### src/rtl/cfg_clk_pkg.sv
package cfg_clk_pkg;
  localparam int unsigned CODE_W_DEF    = 3;
  localparam int unsigned NUM_RATES_DEF = 5;
  localparam int unsigned SLOW_DIV_DEF  = 32;

  typedef enum logic [1:0] {
    PH_IDLE = 2'd0,
    PH_HIGH = 2'd1,
    PH_LOW  = 2'd2
  } phase_e;

  function automatic int unsigned half_of(input int unsigned slow_half, input int unsigned idx);
    return slow_half >> idx;
  endfunction
endpackage

### src/rtl/cfg_clk_rate_ctrl.sv
module cfg_clk_rate_ctrl
  import cfg_clk_pkg::*;
#(
  parameter int unsigned CODE_W    = CODE_W_DEF,
  parameter int unsigned NUM_RATES = NUM_RATES_DEF,
  parameter int unsigned SLOW_HALF = SLOW_DIV_DEF / 2,
  parameter int unsigned HALF_W    = $clog2(SLOW_HALF) + 1
) (
  input  logic              clk_i,
  input  logic              rst_ni,
  input  logic [CODE_W-1:0] code_i,
  input  logic              load_i,
  input  logic              fall_i,
  output logic [HALF_W-1:0] half_o
);
  logic [HALF_W-1:0] half_lut [NUM_RATES];
  logic [HALF_W-1:0] code_half;
  logic [HALF_W-1:0] pend_q, act_q;
  logic              pend_vld_q, seen_load_q;

  for (genvar k = 0; k < NUM_RATES; k++) begin : g_lut
    assign half_lut[k] = HALF_W'(half_of(SLOW_HALF, k));
  end

  // out-of-range codes fall back to the slowest entry
  always_comb begin
    code_half = half_lut[0];
    for (int k = 0; k < NUM_RATES; k++) begin
      if (code_i == CODE_W'(k)) code_half = half_lut[k];
    end
  end

  always_ff @(posedge clk_i or negedge rst_ni) begin
    if (!rst_ni) begin
      pend_q      <= HALF_W'(SLOW_HALF);
      act_q       <= HALF_W'(SLOW_HALF);
      pend_vld_q  <= 1'b0;
      seen_load_q <= 1'b0;
    end else begin
      if (fall_i && pend_vld_q) begin
        act_q      <= pend_q;
        pend_vld_q <= 1'b0;
      end
      if (load_i) begin
        pend_q      <= code_half;
        pend_vld_q  <= 1'b1;
        seen_load_q <= 1'b1;
      end
    end
  end

  assign half_o = act_q;


  act_change_at_fall_chk: assert property (@(posedge clk_i) disable iff (!rst_ni)
    !$stable(act_q) |-> $past(fall_i));

  slow_until_load_chk: assert property (@(posedge clk_i) disable iff (!rst_ni)
    (act_q != HALF_W'(SLOW_HALF)) |-> seen_load_q);

  legal_half_chk: assert property (@(posedge clk_i) disable iff (!rst_ni)
    $countones(act_q) == 1);
endmodule

### src/rtl/cfg_clk_divider.sv
module cfg_clk_divider
  import cfg_clk_pkg::*;
#(
  parameter int unsigned HALF_W = 5,
  parameter int unsigned CNT_W  = 4
) (
  input  logic              clk_i,
  input  logic              rst_ni,
  input  logic              en_i,
  input  logic [HALF_W-1:0] half_i,
  output logic              clk_o,
  output logic              tick_o,
  output logic              fall_o
);
  logic [CNT_W-1:0] cnt_q;
  logic             clk_q, tick_q;
  logic             last;
  phase_e           phase;

  assign last   = ({{(HALF_W-CNT_W){1'b0}}, cnt_q} == half_i - HALF_W'(1));
  assign phase  = !en_i ? PH_IDLE : (clk_q ? PH_HIGH : PH_LOW);
  assign fall_o = (phase == PH_HIGH) && last;

  always_ff @(posedge clk_i or negedge rst_ni) begin
    if (!rst_ni) begin
      cnt_q  <= '0;
      clk_q  <= 1'b1;
      tick_q <= 1'b0;
    end else if (phase == PH_IDLE) begin
      cnt_q  <= '0;
      clk_q  <= 1'b1;
      tick_q <= 1'b0;
    end else if (last) begin
      cnt_q  <= '0;
      clk_q  <= ~clk_q;
      tick_q <= (phase == PH_LOW);
    end else begin
      cnt_q  <= cnt_q + CNT_W'(1);
      tick_q <= 1'b0;
    end
  end

  assign clk_o  = clk_q;
  assign tick_o = tick_q;


  cnt_in_range_chk: assert property (@(posedge clk_i) disable iff (!rst_ni)
    {{(HALF_W-CNT_W){1'b0}}, cnt_q} < half_i);
endmodule

### src/rtl/cfg_clk_gen.sv
module cfg_clk_gen
  import cfg_clk_pkg::*;
#(
  parameter int unsigned CODE_W    = CODE_W_DEF,
  parameter int unsigned NUM_RATES = NUM_RATES_DEF,
  parameter int unsigned SLOW_DIV  = SLOW_DIV_DEF
) (
  input  logic              clk_i,
  input  logic              rst_ni,
  input  logic              en_i,
  input  logic [CODE_W-1:0] rate_code_i,
  input  logic              rate_load_i,
  output logic              cfg_clk_o,
  output logic              tick_o
);
  localparam int unsigned SLOW_HALF = SLOW_DIV / 2;
  localparam int unsigned CNT_W     = (SLOW_HALF > 1) ? $clog2(SLOW_HALF) : 1;
  localparam int unsigned HALF_W    = CNT_W + 1;

  logic [HALF_W-1:0] half;
  logic              fall;

  cfg_clk_rate_ctrl #(
    .CODE_W   (CODE_W),
    .NUM_RATES(NUM_RATES),
    .SLOW_HALF(SLOW_HALF),
    .HALF_W   (HALF_W)
  ) u_rate (
    .clk_i (clk_i),
    .rst_ni(rst_ni),
    .code_i(rate_code_i),
    .load_i(rate_load_i),
    .fall_i(fall),
    .half_o(half)
  );

  cfg_clk_divider #(
    .HALF_W(HALF_W),
    .CNT_W (CNT_W)
  ) u_div (
    .clk_i (clk_i),
    .rst_ni(rst_ni),
    .en_i  (en_i),
    .half_i(half),
    .clk_o (cfg_clk_o),
    .tick_o(tick_o),
    .fall_o(fall)
  );


  tick_on_rise_chk: assert property (@(posedge clk_i) disable iff (!rst_ni)
    tick_o |-> (cfg_clk_o && !$past(cfg_clk_o)));

  rise_has_tick_chk: assert property (@(posedge clk_i) disable iff (!rst_ni)
    $rose(cfg_clk_o) && $past(en_i) |-> tick_o);

  park_high_chk: assert property (@(posedge clk_i) disable iff (!rst_ni)
    !en_i |=> (cfg_clk_o && !tick_o));
endmodule

### config.mk
export PLATFORM = sky130hd
export DESIGN_NAME = cfg_clk_gen
export DESIGN_NICKNAME = d
export VERILOG_FILES = /design/src/rtl/cfg_clk_pkg.sv /design/src/rtl/cfg_clk_rate_ctrl.sv /design/src/rtl/cfg_clk_divider.sv /design/src/rtl/cfg_clk_gen.sv
export SDC_FILE = /design/constraint.sdc
export NUM_CORES = 1
export LEC_CHECK = 0
export BUFFER_PORTS_ARGS = -buffer_cell sky130_fd_sc_hd__buf_2
export CORE_MARGIN = 2
export CORE_UTILIZATION = 30
export CTS_CLUSTER_DIAMETER = 120
export DETAILED_ROUTE_END_ITERATION = 8
export PLACE_DENSITY = 0.42
export RECOVER_POWER = 25
export SLEW_MARGIN = 10
export SYNTH_ARGS = -nofsm -noshare
export SYNTH_HDL_FRONTEND = slang
export SYNTH_HIERARCHICAL = 1
export SYNTH_SLANG_ARGS = --single-unit
### constraint.sdc
create_clock -name clk_i -period 2.39 [get_ports clk_i]
set_input_delay 0 -clock clk_i [delete_from_list [all_inputs] [get_ports clk_i]]
set_output_delay 0 -clock clk_i [all_outputs]
set_load 0.02 [all_outputs]
==> results of run 1 <==
critical path, stage by stage, from the launching register on:
cell,delay [ns]
dfrtp_1,0.44
inv_1,0.08
ha_1,0.21
and4bb_1,0.23
a22oi_2,0.11
a2111oi_4,0.39
nand2_1,0.21
mux2_2,0.32
worst min-delay path by stage:
stage,from,endpoint,cells after the start
finish,en_i,u_div/cnt_q[3]$_DFF_PN0_,2
floorplan,rst_ni,u_div/cnt_q[0]$_DFF_PN0_,0
CTS,en_i,u_div/cnt_q[2]$_DFF_PN0_,2
global placement,rst_ni,u_div/cnt_q[2]$_DFF_PN0_,1
detailed placement,rst_ni,u_div/cnt_q[2]$_DFF_PN0_,1
global route,en_i,u_div/cnt_q[3]$_DFF_PN0_,2
synth_stat cells, drive strengths merged:
library cell	n
a211oi	1
a21o	2
and3b	2
o32ai	2
xnor2	4
nand2b	3
nor2	2
inv	7
o21ai	1
nand4b	1
nand2	5
a2111oi	1
ha	2
dfrtp	14
nor3b	3
nor3	1
a31oi	1
and4bb	1
xor2	3
dfstp	3
buf	1
nand3	1
o21ba	1
nand3b	1
mux2	5
o22ai	2
or3	1
a22oi	1
state kept, by name, summed over array words and instances (netlist names):
register / count
u_div/clk_o: 1
u_rate/pend_vld_q: 1
u_rate/half_o: 5
u_div/cnt_q: 4
u_rate/pend_q: 5
u_div/tick_o: 1
power groups by stage:
| stage | clock network [mW] | registers, mW | logic (mW) |
|---|---|---|---|
| 2_1_floorplan | 0 | 0.310 | 0.0226 |
| 3_3_place_gp | 0 | 0.313 | 0.0389 |
| 3_5_place_dp | 0 | 0.313 | 0.0389 |
| 4_1_cts | 0.163 | 0.308 | 0.0493 |
| 5_1_grt | 0.182 | 0.309 | 0.0549 |
| 6_report | 0.157 | 0.307 | 0.0485 |
kinds of logic after synthesis:
kind of cell	after synthesis	share of synthesized area
adders and majority gates	2	0.02919
xor gates and xnor gates	7	0.07153
buffers and inverters	8	0.03650
and+or+nand+nor	21	0.1577
muxes	5	0.06569
AOI/OAI and AO/OA	12	0.1387
DFF	17	0.5007
cell usage in the layout, fill, tap and decap left out:
cell type and instances:
inv_1 7, nor2_1 2, a211oi_2 1, o21ba_1 1, mux2_2 5, buf_2 7, ha_1 2, nand2_1 5
nand4b_1 1, or3_1 1, o32ai_1 2, a21o_1 2, and3b_1 2, clkbuf_4 3, nand2b_1 3, and4bb_1 1
dlygate4sd3_1 7, clkinv_2 1, o22ai_1 2, a31oi_1 1, dfrtp_1 14, nand3_1 1, nand3b_1 1, dfstp_2 3
nor3_2 1, o21ai_0 1, a2111oi_4 1, clkbuf_1 1, xor2_1 3, nor3b_1 3, a22oi_2 1, xnor2_1 4
metal layers:
metal	part of all wire	routed length [um]	vias to the layer above	global-route usage
li1	-	-	291	-
met1	0.52	797	266	0.1544
met2	0.44	682	9	0.1688
met3	0.025	38	4	0.02041
met4	0.017	27	0	0.05980
met5	0	0	-	0
stage by stage:
stage,total power [mW],instance area [um2],util,instances
floorplan,0.3328,857.1,-,72
global placement,0.3519,930.9,0.3405,110
detailed placement,0.3520,930.9,0.3405,110
CTS,0.5203,1028,0.3762,121
global route,0.5458,1027,0.3757,121
finish,0.5128,1027,0.3757,121
layout make-up:
class	count	area, um2
fill	261	1707
sequential	17	429.2
multi-input combinational	47	396.6
timing repair buffer	15	108.9
tap	31	38.79
inverter	7	26.28
clock buffer	3	22.52
clock inverter	1	5.005
==> reports/metrics.yaml, run 1 <==
die_w_um: 57.45
synth_top_cell_area_share: 0.4088
period_share: 0.8746
internal_power_mw: 0.3854
synthTopCellsByArea: "dfrtp_1 41%, dfstp_2 9.2%, mux2_2 6.6%"
post_cts_buffers: 0
post_drt_wl_per_cell_um: 12.77
seq_area_frac_synth: 0.5007
die_h_um: 57.45
relSlewSlack: 0.3578
cp-end-kind: "flop"
reg2reg_from: "u_rate/half_o[0]$_DFFE_PN0P_"
crit_required_ns: 2.57
path_clk_slew_ns: 0.10
hold_ws_ns: 0.01322
rsz0062_at_grt: "false"
combPwrFrac: 0.094
hold_buffers: 7
drt-total-wl_mm: 1.545
boundaryPins: 9
cts.repair.resized: 0
report.final.slew_viol_count: 0
ys_warn_count: 6
area_growth_pct: 19.85
min_path_type: "primary input to flop"
cp.arrival_ns: 2.27
finalHoldViolations: 0
gr-total-overflow: 0
drive_above_1_share: 0.2556
clock_skew_ns: 0.009674
core_um2: 2734
grt_pass1_vias: 609
p_sw_mw: 0.1273
grt_pass1_wl_mm: 2.815
fin_tns_setup_ns: 0
yosysTopAreaCell: "dfrtp_1"
worst-r2r-setup-slack_ns: 0.30
via_per_inst: 4.711
cts_buffers: 3
power.share.sequential: 0.599
critPathLaunchType: "flop"
antenna_found_initial: 0
grt_max_degree: 18
p_leak_nw: 0.4389
period_needed_ns: 2.090
finalNetCount: 100
grt.total_usage: 0.1128
portBuffers: 8
r2r_cells: 7
worstSetupStartpoint: "u_rate/half_o[0]$_DFFE_PN0P_"
clock_sinks: 17
synth.distinct_cells: 28
remaining_drc_errors: 0
fmax_ghz: 0.4784
path_max_fanout: 5
synth_cells: 72
drtPass1Iterations: 4
dp_slack_ns: 0.2953
pwr-share-clk: 0.306
worstSetupEndpoint: "u_rate/half_o[0]$_DFFE_PN0P_"
rows: 19
insertedDiodeCount: 0
clock_latency_ns: 0.29
first_iter_violations: 10
drv_cap: 0
syn_avg_cell_area_um2: 11.90
vias: 570
ant_nets: 0
setup_slack_ns: 0.2997
die_area_um2: 3301
setup_viol: 0
worst_pin_slew_ns: 0.9633
syn_area_um2: 857.1
cts_tree: "done"
clockBufferDepth: 2
status: "finished, final reports clean"
dp_hpwl_mm: 1.087
cts_root_buffer: "clkbuf_4"
p_per_area_nw_per_um2: 499.2
gp_congestion: 0.7226
cts_max_level: 1
ys_ff_latch: 17
syn-num-nets: 81
p_sw_frac: 0.2483
ir_drop_mv: 0.2808
worstReg2RegEnd: "u_rate/half_o[0]$_DFFE_PN0P_"
initial_utilization: 0.3135
criticalPathCategory: "flop to flop"
(Power assumes the default switching activity.)
==> inputs of run 2 (changes only) <==
--- a/config.mk
+++ b/config.mk
@@ -10,6 +10,7 @@
 export CORE_UTILIZATION = 30
 export CTS_CLUSTER_DIAMETER = 120
 export DETAILED_ROUTE_END_ITERATION = 8
+export GPL_TIMING_DRIVEN = 0
 export PLACE_DENSITY = 0.42
 export RECOVER_POWER = 25
 export SLEW_MARGIN = 10
==> constraint.sdc (replaced) <==
create_clock -name clk_i -period 2.39 [get_ports clk_i]
set_input_delay 0.478 -clock clk_i [delete_from_list [all_inputs] [get_ports clk_i]]
set_output_delay 0.478 -clock clk_i [all_outputs]
set_load 0.02 [all_outputs]
==> run 2 against run 1 <==
Core utilization shrank 2.6 points; hold slack gained 0.26 ns; critical endpoint is now u_rate/half_o[1]$_DFFE_PN0P_; highest routed layer unchanged; final cell count shrank 5.8%; count of clock-buffer cells in the layout is the same; power shrank 3.0%; final area shrank 6.8%; wire length shrank 9.4%; die area is the same; combinational power shrank 23%; via count shrank 3.9%; sequential power is essentially flat.
==> reports/metrics.yaml, run 2 (synthesis results as in run 1) <==
period_share: 0.8967  # was 0.8746
first_iter_violations: 6  # was 10
final_cells: 114  # was 121
clockBufferDepth: 2  # unchanged
cts_root_buffer: "clkbuf_4"  # unchanged
drt-total-wl_mm: 1.400  # was 1.545 mm
hold_buffers: 0  # was 7
ir_drop_mv: 0.3209  # was 0.2808 mV
final_common_cell: "dfrtp_1"  # unchanged
ant_nets: 0  # unchanged
antenna_found_initial: 0  # unchanged
fmax_ghz: 0.4666  # was 0.4784 GHz
area_growth_pct: 11.68  # was 19.85%
p_leak_nw: 0.4058  # was 0.4389 nW
period_needed_ns: 2.143  # was 2.090 ns
setup_viol: 0  # unchanged
die_w_um: 57.45  # unchanged
rsz0062_at_grt: "false"  # unchanged
criticalPathCategory: "flop to flop"  # unchanged
drive_above_1_share: 0.2771  # was 0.2556
crit_chain: "inv_1 -> ha_1 -> and4bb_1 -> a22oi_2 -> a2111oi_4 -> nand2_1 -> mux2_2"  # unchanged
hold_ws_ns: 0.2755  # was 0.01322 ns
fin_tns_setup_ns: 0  # unchanged
cts_buffers: 3  # unchanged
gp_congestion: 0.6912  # was 0.7226
report.final.slew_viol_count: 0  # unchanged
min_path_type: "primary input to asynchronous set/reset pin"  # was primary input to flop
cts.repair.resized: 0  # unchanged
status: "finished, final reports clean"  # unchanged
boundaryPins: 9  # unchanged
finalHoldViolations: 0  # unchanged
crit_required_ns: 2.57  # about the same
path_max_fanout: 5  # unchanged
grt.total_usage: 0.1017  # was 0.1128
cp-end-kind: "flop"  # unchanged
via_per_inst: 4.807  # was 4.711
grt_pass1_wl_mm: 2.490  # was 2.815 mm
die_h_um: 57.45  # unchanged
dp_slack_ns: 0.2368  # was 0.2953 ns
portBuffers: 7  # was 8
critPathLaunchType: "flop"  # unchanged
setup_slack_ns: 0.2469  # was 0.2997 ns
drtPass1Iterations: 3  # was 4
worst_pin_slew_ns: 0.9005  # was 0.9633 ns
cp.arrival_ns: 2.32  # was 2.27 ns
dp.cells: 110  # unchanged
path_delay_family: "compound AO/OA/AOI/OAI gates"  # unchanged
grt_max_degree: 18  # unchanged
utilization: 0.3501  # was 0.3757
clock_skew_ns: 0.008880  # was 0.009674 ns
vias: 548  # was 570
insertedDiodeCount: 0  # unchanged
post_cts_buffers: 0  # unchanged
drv_cap: 0  # unchanged
core_um2: 2734  # unchanged
post_drt_wl_per_cell_um: 12.28  # was 12.77 um
clock_latency_ns: 0.29  # about the same
die_area_um2: 3301  # unchanged
relSlewSlack: 0.3997  # was 0.3578
max_stage_delay_ns: 0.44  # about the same
path_buf_inv: 1  # unchanged
gr-total-overflow: 0  # unchanged
cts_max_level: 1  # unchanged
initial_utilization: 0.3135  # unchanged
finalNetCount: 93  # was 100
grt_pass1_vias: 517  # was 609
dp_hpwl_mm: 1.069  # was 1.087 mm
clock_sinks: 17  # unchanged
rows: 19  # unchanged
slowest_stage: "dfrtp_1"  # unchanged
remaining_drc_errors: 0  # unchanged
p_per_area_nw_per_um2: 519.5  # was 499.2 nW/um2
final_cell_mix: "14 x dfrtp_1, 7 x buf_2, 7 x inv_1"  # was 14 x dfrtp_1, 7 x dlygate4sd3_1, 7 x buf_2, 7 x inv_1
path_clk_slew_ns: 0.10  # about the same
cts_tree: "done"  # unchanged
run 2: cell count changes in the layout (fill, tap and decap cells not counted):
| cell | delta |
|---|---|
| dlygate4sd3_1 | -7 |
run 2: final timing paths:
path                                               from                           end  slack (ns)  cells past startpoint
hold / removal                                   rst_ni  u_rate/half_o[3]$_DFFE_PN0P_        0.28                      1
setup reg to reg           u_rate/half_o[0]$_DFFE_PN0P_  u_rate/half_o[1]$_DFFE_PN0P_        0.25                      7
max in group asynchronous                        rst_ni  u_rate/half_o[1]$_DFFE_PN0P_        1.56                      1
min in group clk_i                       rate_code_i[2]  u_rate/pend_q[2]$_DFFE_PN0P_        0.41                      2
hold reg to reg            u_rate/pend_q[4]$_DFFE_PN1P_  u_rate/pend_q[4]$_DFFE_PN1P_        0.49                      2
setup / recovery           u_rate/half_o[0]$_DFFE_PN0P_  u_rate/half_o[1]$_DFFE_PN0P_        0.25                      7
run 2: power breakdown:
group	leakage (nW)	switching [mW]	internal (mW)	total [mW]
logic	0.171	0.0218	0.0156	0.0374
clock network	0.0177	0.0911	0.0623	0.153
registers	0.217	0.00776	0.299	0.307
total	0.406	0.121	0.377	0.497
run 2: worst register-to-register path, stage by stage (launching register included):
cell and delay [ns]:
dfrtp_1 0.44, inv_1 0.07, ha_1 0.23, and4bb_1 0.23, a22oi_2 0.11, a2111oi_4 0.40, nand2_1 0.22, mux2_2 0.32
run 2: through the flow:
step	total power, mW	area, um2
final	0.4972	957.2
after global routing	0.5320	957.2
after CTS	0.5130	958.4
after detailed placement	0.3511	930.9
after global placement	0.3507	930.9
after floorplan	0.3328	857.1
run 2: layout make-up:
type,count,area [um2]
fillers,269,1777
repair buffers,7,33.78
flip-flops and latches,17,429.2
clock buffers,3,22.52
well taps,31,38.79
inverters,7,26.28
multi-input cells,47,396.6
clock inverters,1,5.005
plain buffers,1,5.005
run 2: metal layers:
metal | track usage | routed length [um] | vias to the layer above
met1 | 0.1437 | 736 | 261
met4 | 0.06977 | 44 | 0
li1 | - | - | 275
met2 | 0.1364 | 576 | 7
met3 | 0.02268 | 43 | 5
met5 | 0 | 0 | -
==> inputs of run 3 (changes only) <==
--- a/config.mk
+++ b/config.mk
@@ -10,7 +10,7 @@
 export CORE_UTILIZATION = 30
 export CTS_CLUSTER_DIAMETER = 120
 export DETAILED_ROUTE_END_ITERATION = 8
-export GPL_TIMING_DRIVEN = 0
+export MAX_ROUTING_LAYER = met4
 export PLACE_DENSITY = 0.42
 export RECOVER_POWER = 25
 export SLEW_MARGIN = 10
==> run 3 against run 2 <==
First-iteration DRC count grew to 3.0 times the previous value; global-route usage is 1.2 points higher; critical path depth stayed put; sequential share of layout area stayed put; clock power is 3% higher; core utilization stayed put; non-clock buffer count stayed put; final area stayed put; highest routed layer unchanged.
==> reports/metrics.yaml, run 3 (synthesis results as in run 1) <==
fill_cells: 265  # was 269
seq_area_um2: 429.2  # unchanged
drv_cap: 0  # unchanged
min_path_type: "primary input to asynchronous set/reset pin"  # unchanged
dp_slack_ns: 0.2953  # was 0.2368 ns
period_needed_ns: 2.089  # was 2.143 ns
path_max_fanout: 5  # unchanged
portBuffers: 8  # was 7
grt_pass1_wl_mm: 2.732  # was 2.490 mm
fin_tns_setup_ns: 0  # unchanged
core_um2: 2734  # unchanged
grt_pass1_vias: 582  # was 517
ir_drop_mv: 0.2805  # was 0.3209 mV
area_growth_pct: 11.68  # unchanged
status: "finished, final reports clean"  # unchanged
dp_hpwl_mm: 1.087  # was 1.069 mm
crit_chain: "inv_1 -> ha_1 -> and4bb_1 -> a22oi_2 -> a2111oi_4 -> nand2_1 -> mux2_2"  # unchanged
setup_viol: 0  # unchanged
cts_buffers: 3  # unchanged
drive_above_1_share: 0.2771  # unchanged
finalNetCount: 93  # unchanged
critPathLaunchType: "flop"  # unchanged
path_clk_slew_ns: 0.11  # was 0.10 ns
period_share: 0.8741  # was 0.8967
drtPass1Iterations: 4  # was 3
die_w_um: 57.45  # unchanged
crit_required_ns: 2.57  # about the same
antenna_found_initial: 0  # unchanged
remaining_drc_errors: 0  # unchanged
die_h_um: 57.45  # unchanged
ant_nets: 0  # unchanged
clock_latency_ns: 0.29  # about the same
finalHoldViolations: 0  # unchanged
via_per_inst: 4.798  # was 4.807
cts.repair.resized: 0  # unchanged
grt.total_usage: 0.1134  # was 0.1017
clockBufferDepth: 2  # unchanged
final_common_cell: "dfrtp_1"  # unchanged
p_leak_nw: 0.4058  # unchanged
final_cell_mix: "14 x dfrtp_1, 7 x buf_2, 7 x inv_1"  # unchanged
fmax_ghz: 0.4787  # was 0.4666 GHz
first_iter_violations: 18  # was 6
cts_max_level: 1  # unchanged
boundaryPins: 9  # unchanged
post_drt_wl_per_cell_um: 13.03  # was 12.28 um
gr-total-overflow: 0  # unchanged
r2r_cells: 7  # unchanged
rsz0062_at_grt: "false"  # unchanged
rows: 19  # unchanged
criticalPathCategory: "flop to flop"  # unchanged
initial_utilization: 0.3135  # unchanged
worst_pin_slew_ns: 0.9582  # was 0.9005 ns
clock_sinks: 17  # unchanged
post_cts_buffers: 0  # unchanged
cp-end-kind: "flop"  # unchanged
multi_input_area_um2: 396.6  # unchanged
hold_buffers: 0  # unchanged
relSlewSlack: 0.3612  # was 0.3997
gp_congestion: 0.7311  # was 0.6912
cts_tree: "done"  # unchanged
clock_skew_ns: 0.009428  # was 0.008880 ns
grt_max_degree: 18  # unchanged
max_stage_delay_ns: 0.44  # about the same
slowest_stage: "dfrtp_1"  # unchanged
drt-total-wl_mm: 1.485  # was 1.400 mm
setup_slack_ns: 0.3009  # was 0.2469 ns
insertedDiodeCount: 0  # unchanged
p_per_area_nw_per_um2: 524.5  # was 519.5 nW/um2
report.final.slew_viol_count: 0  # unchanged
vias: 547  # was 548
die_area_um2: 3301  # unchanged
cp.arrival_ns: 2.27  # was 2.32 ns
cts_root_buffer: "clkbuf_4"  # unchanged
-- run 3: cell counts in the layout (fill, tap and decap cells not counted) --
Identical to the previous run, type by type.
-- run 3: final cells by class --
| cell class | count | area share |
|---|---|---|
| Clock buffer | 3 | 0.02353 |
| Clock inverter | 1 | 0.005229 |
| Inverter | 7 | 0.02745 |
| Multi-Input combinational cell | 47 | 0.4144 |
| Sequential cell | 17 | 0.4484 |
| Tap cell | 31 | 0.04052 |
| Timing Repair Buffer | 8 | 0.04052 |
-- run 3: final timing paths --
| path | start | end | slack [ns] |
|---|---|---|---|
| worst max-delay path | u_rate/half_o[0]$_DFFE_PN0P_ | u_rate/half_o[0]$_DFFE_PN0P_ | 0.30 |
| worst max register to register | u_rate/half_o[0]$_DFFE_PN0P_ | u_rate/half_o[0]$_DFFE_PN0P_ | 0.30 |
| min in group clk_i | rate_code_i[2] | u_rate/pend_q[2]$_DFFE_PN0P_ | 0.41 |
| worst min register to register | u_rate/pend_vld_q$_DFFE_PN0P_ | u_rate/pend_vld_q$_DFFE_PN0P_ | 0.49 |
| max in group asynchronous | rst_ni | u_div/tick_o$_DFF_PN0_ | 1.51 |
| worst min-delay path | rst_ni | u_rate/half_o[2]$_DFFE_PN0P_ | 0.30 |
-- run 3: critical path, delay by kind of cell (launching register included) --
kind | cells | cell delay (ns)
AOI/OAI and AO/OA | 2 | 0.50
DFF | 1 | 0.44
and+or+nand+nor | 2 | 0.44
muxes | 1 | 0.32
adders and majority gates | 1 | 0.21
buffers and inverters | 1 | 0.08
-- run 3: through the flow --
step / power (mW) / cells / cell area [um2] / hold slack, ns / utilization
2_1_floorplan: 0.3328 / 72 / 857.1 / 0.1824 / -
3_3_place_gp: 0.3519 / 110 / 930.9 / 0.4343 / 0.3405
3_5_place_dp: 0.3520 / 110 / 930.9 / 0.4308 / 0.3405
4_1_cts: 0.5101 / 114 / 958.4 / 0.09722 / 0.3506
5_1_grt: 0.5350 / 114 / 957.2 / 0.3362 / 0.3501
6_report: 0.5020 / 114 / 957.2 / 0.2990 / 0.3501
-- run 3: metal layers --
layer / global-route usage / vias to the layer above / share of wire
met3: 0.02268 / 4 / 0.031
met2: 0.1623 / 10 / 0.44
met5: - / - / 0
li1: - / 276 / -
met4: 0.05980 / 0 / 0.018
met1: 0.1501 / 257 / 0.51
-- run 3: where the power goes --
group | switching [mW] | total (mW) | internal [mW]
sequential | 0.00842 | 0.307 | 0.299
clock | 0.0947 | 0.157 | 0.0622
combinational | 0.0224 | 0.0379 | 0.0156
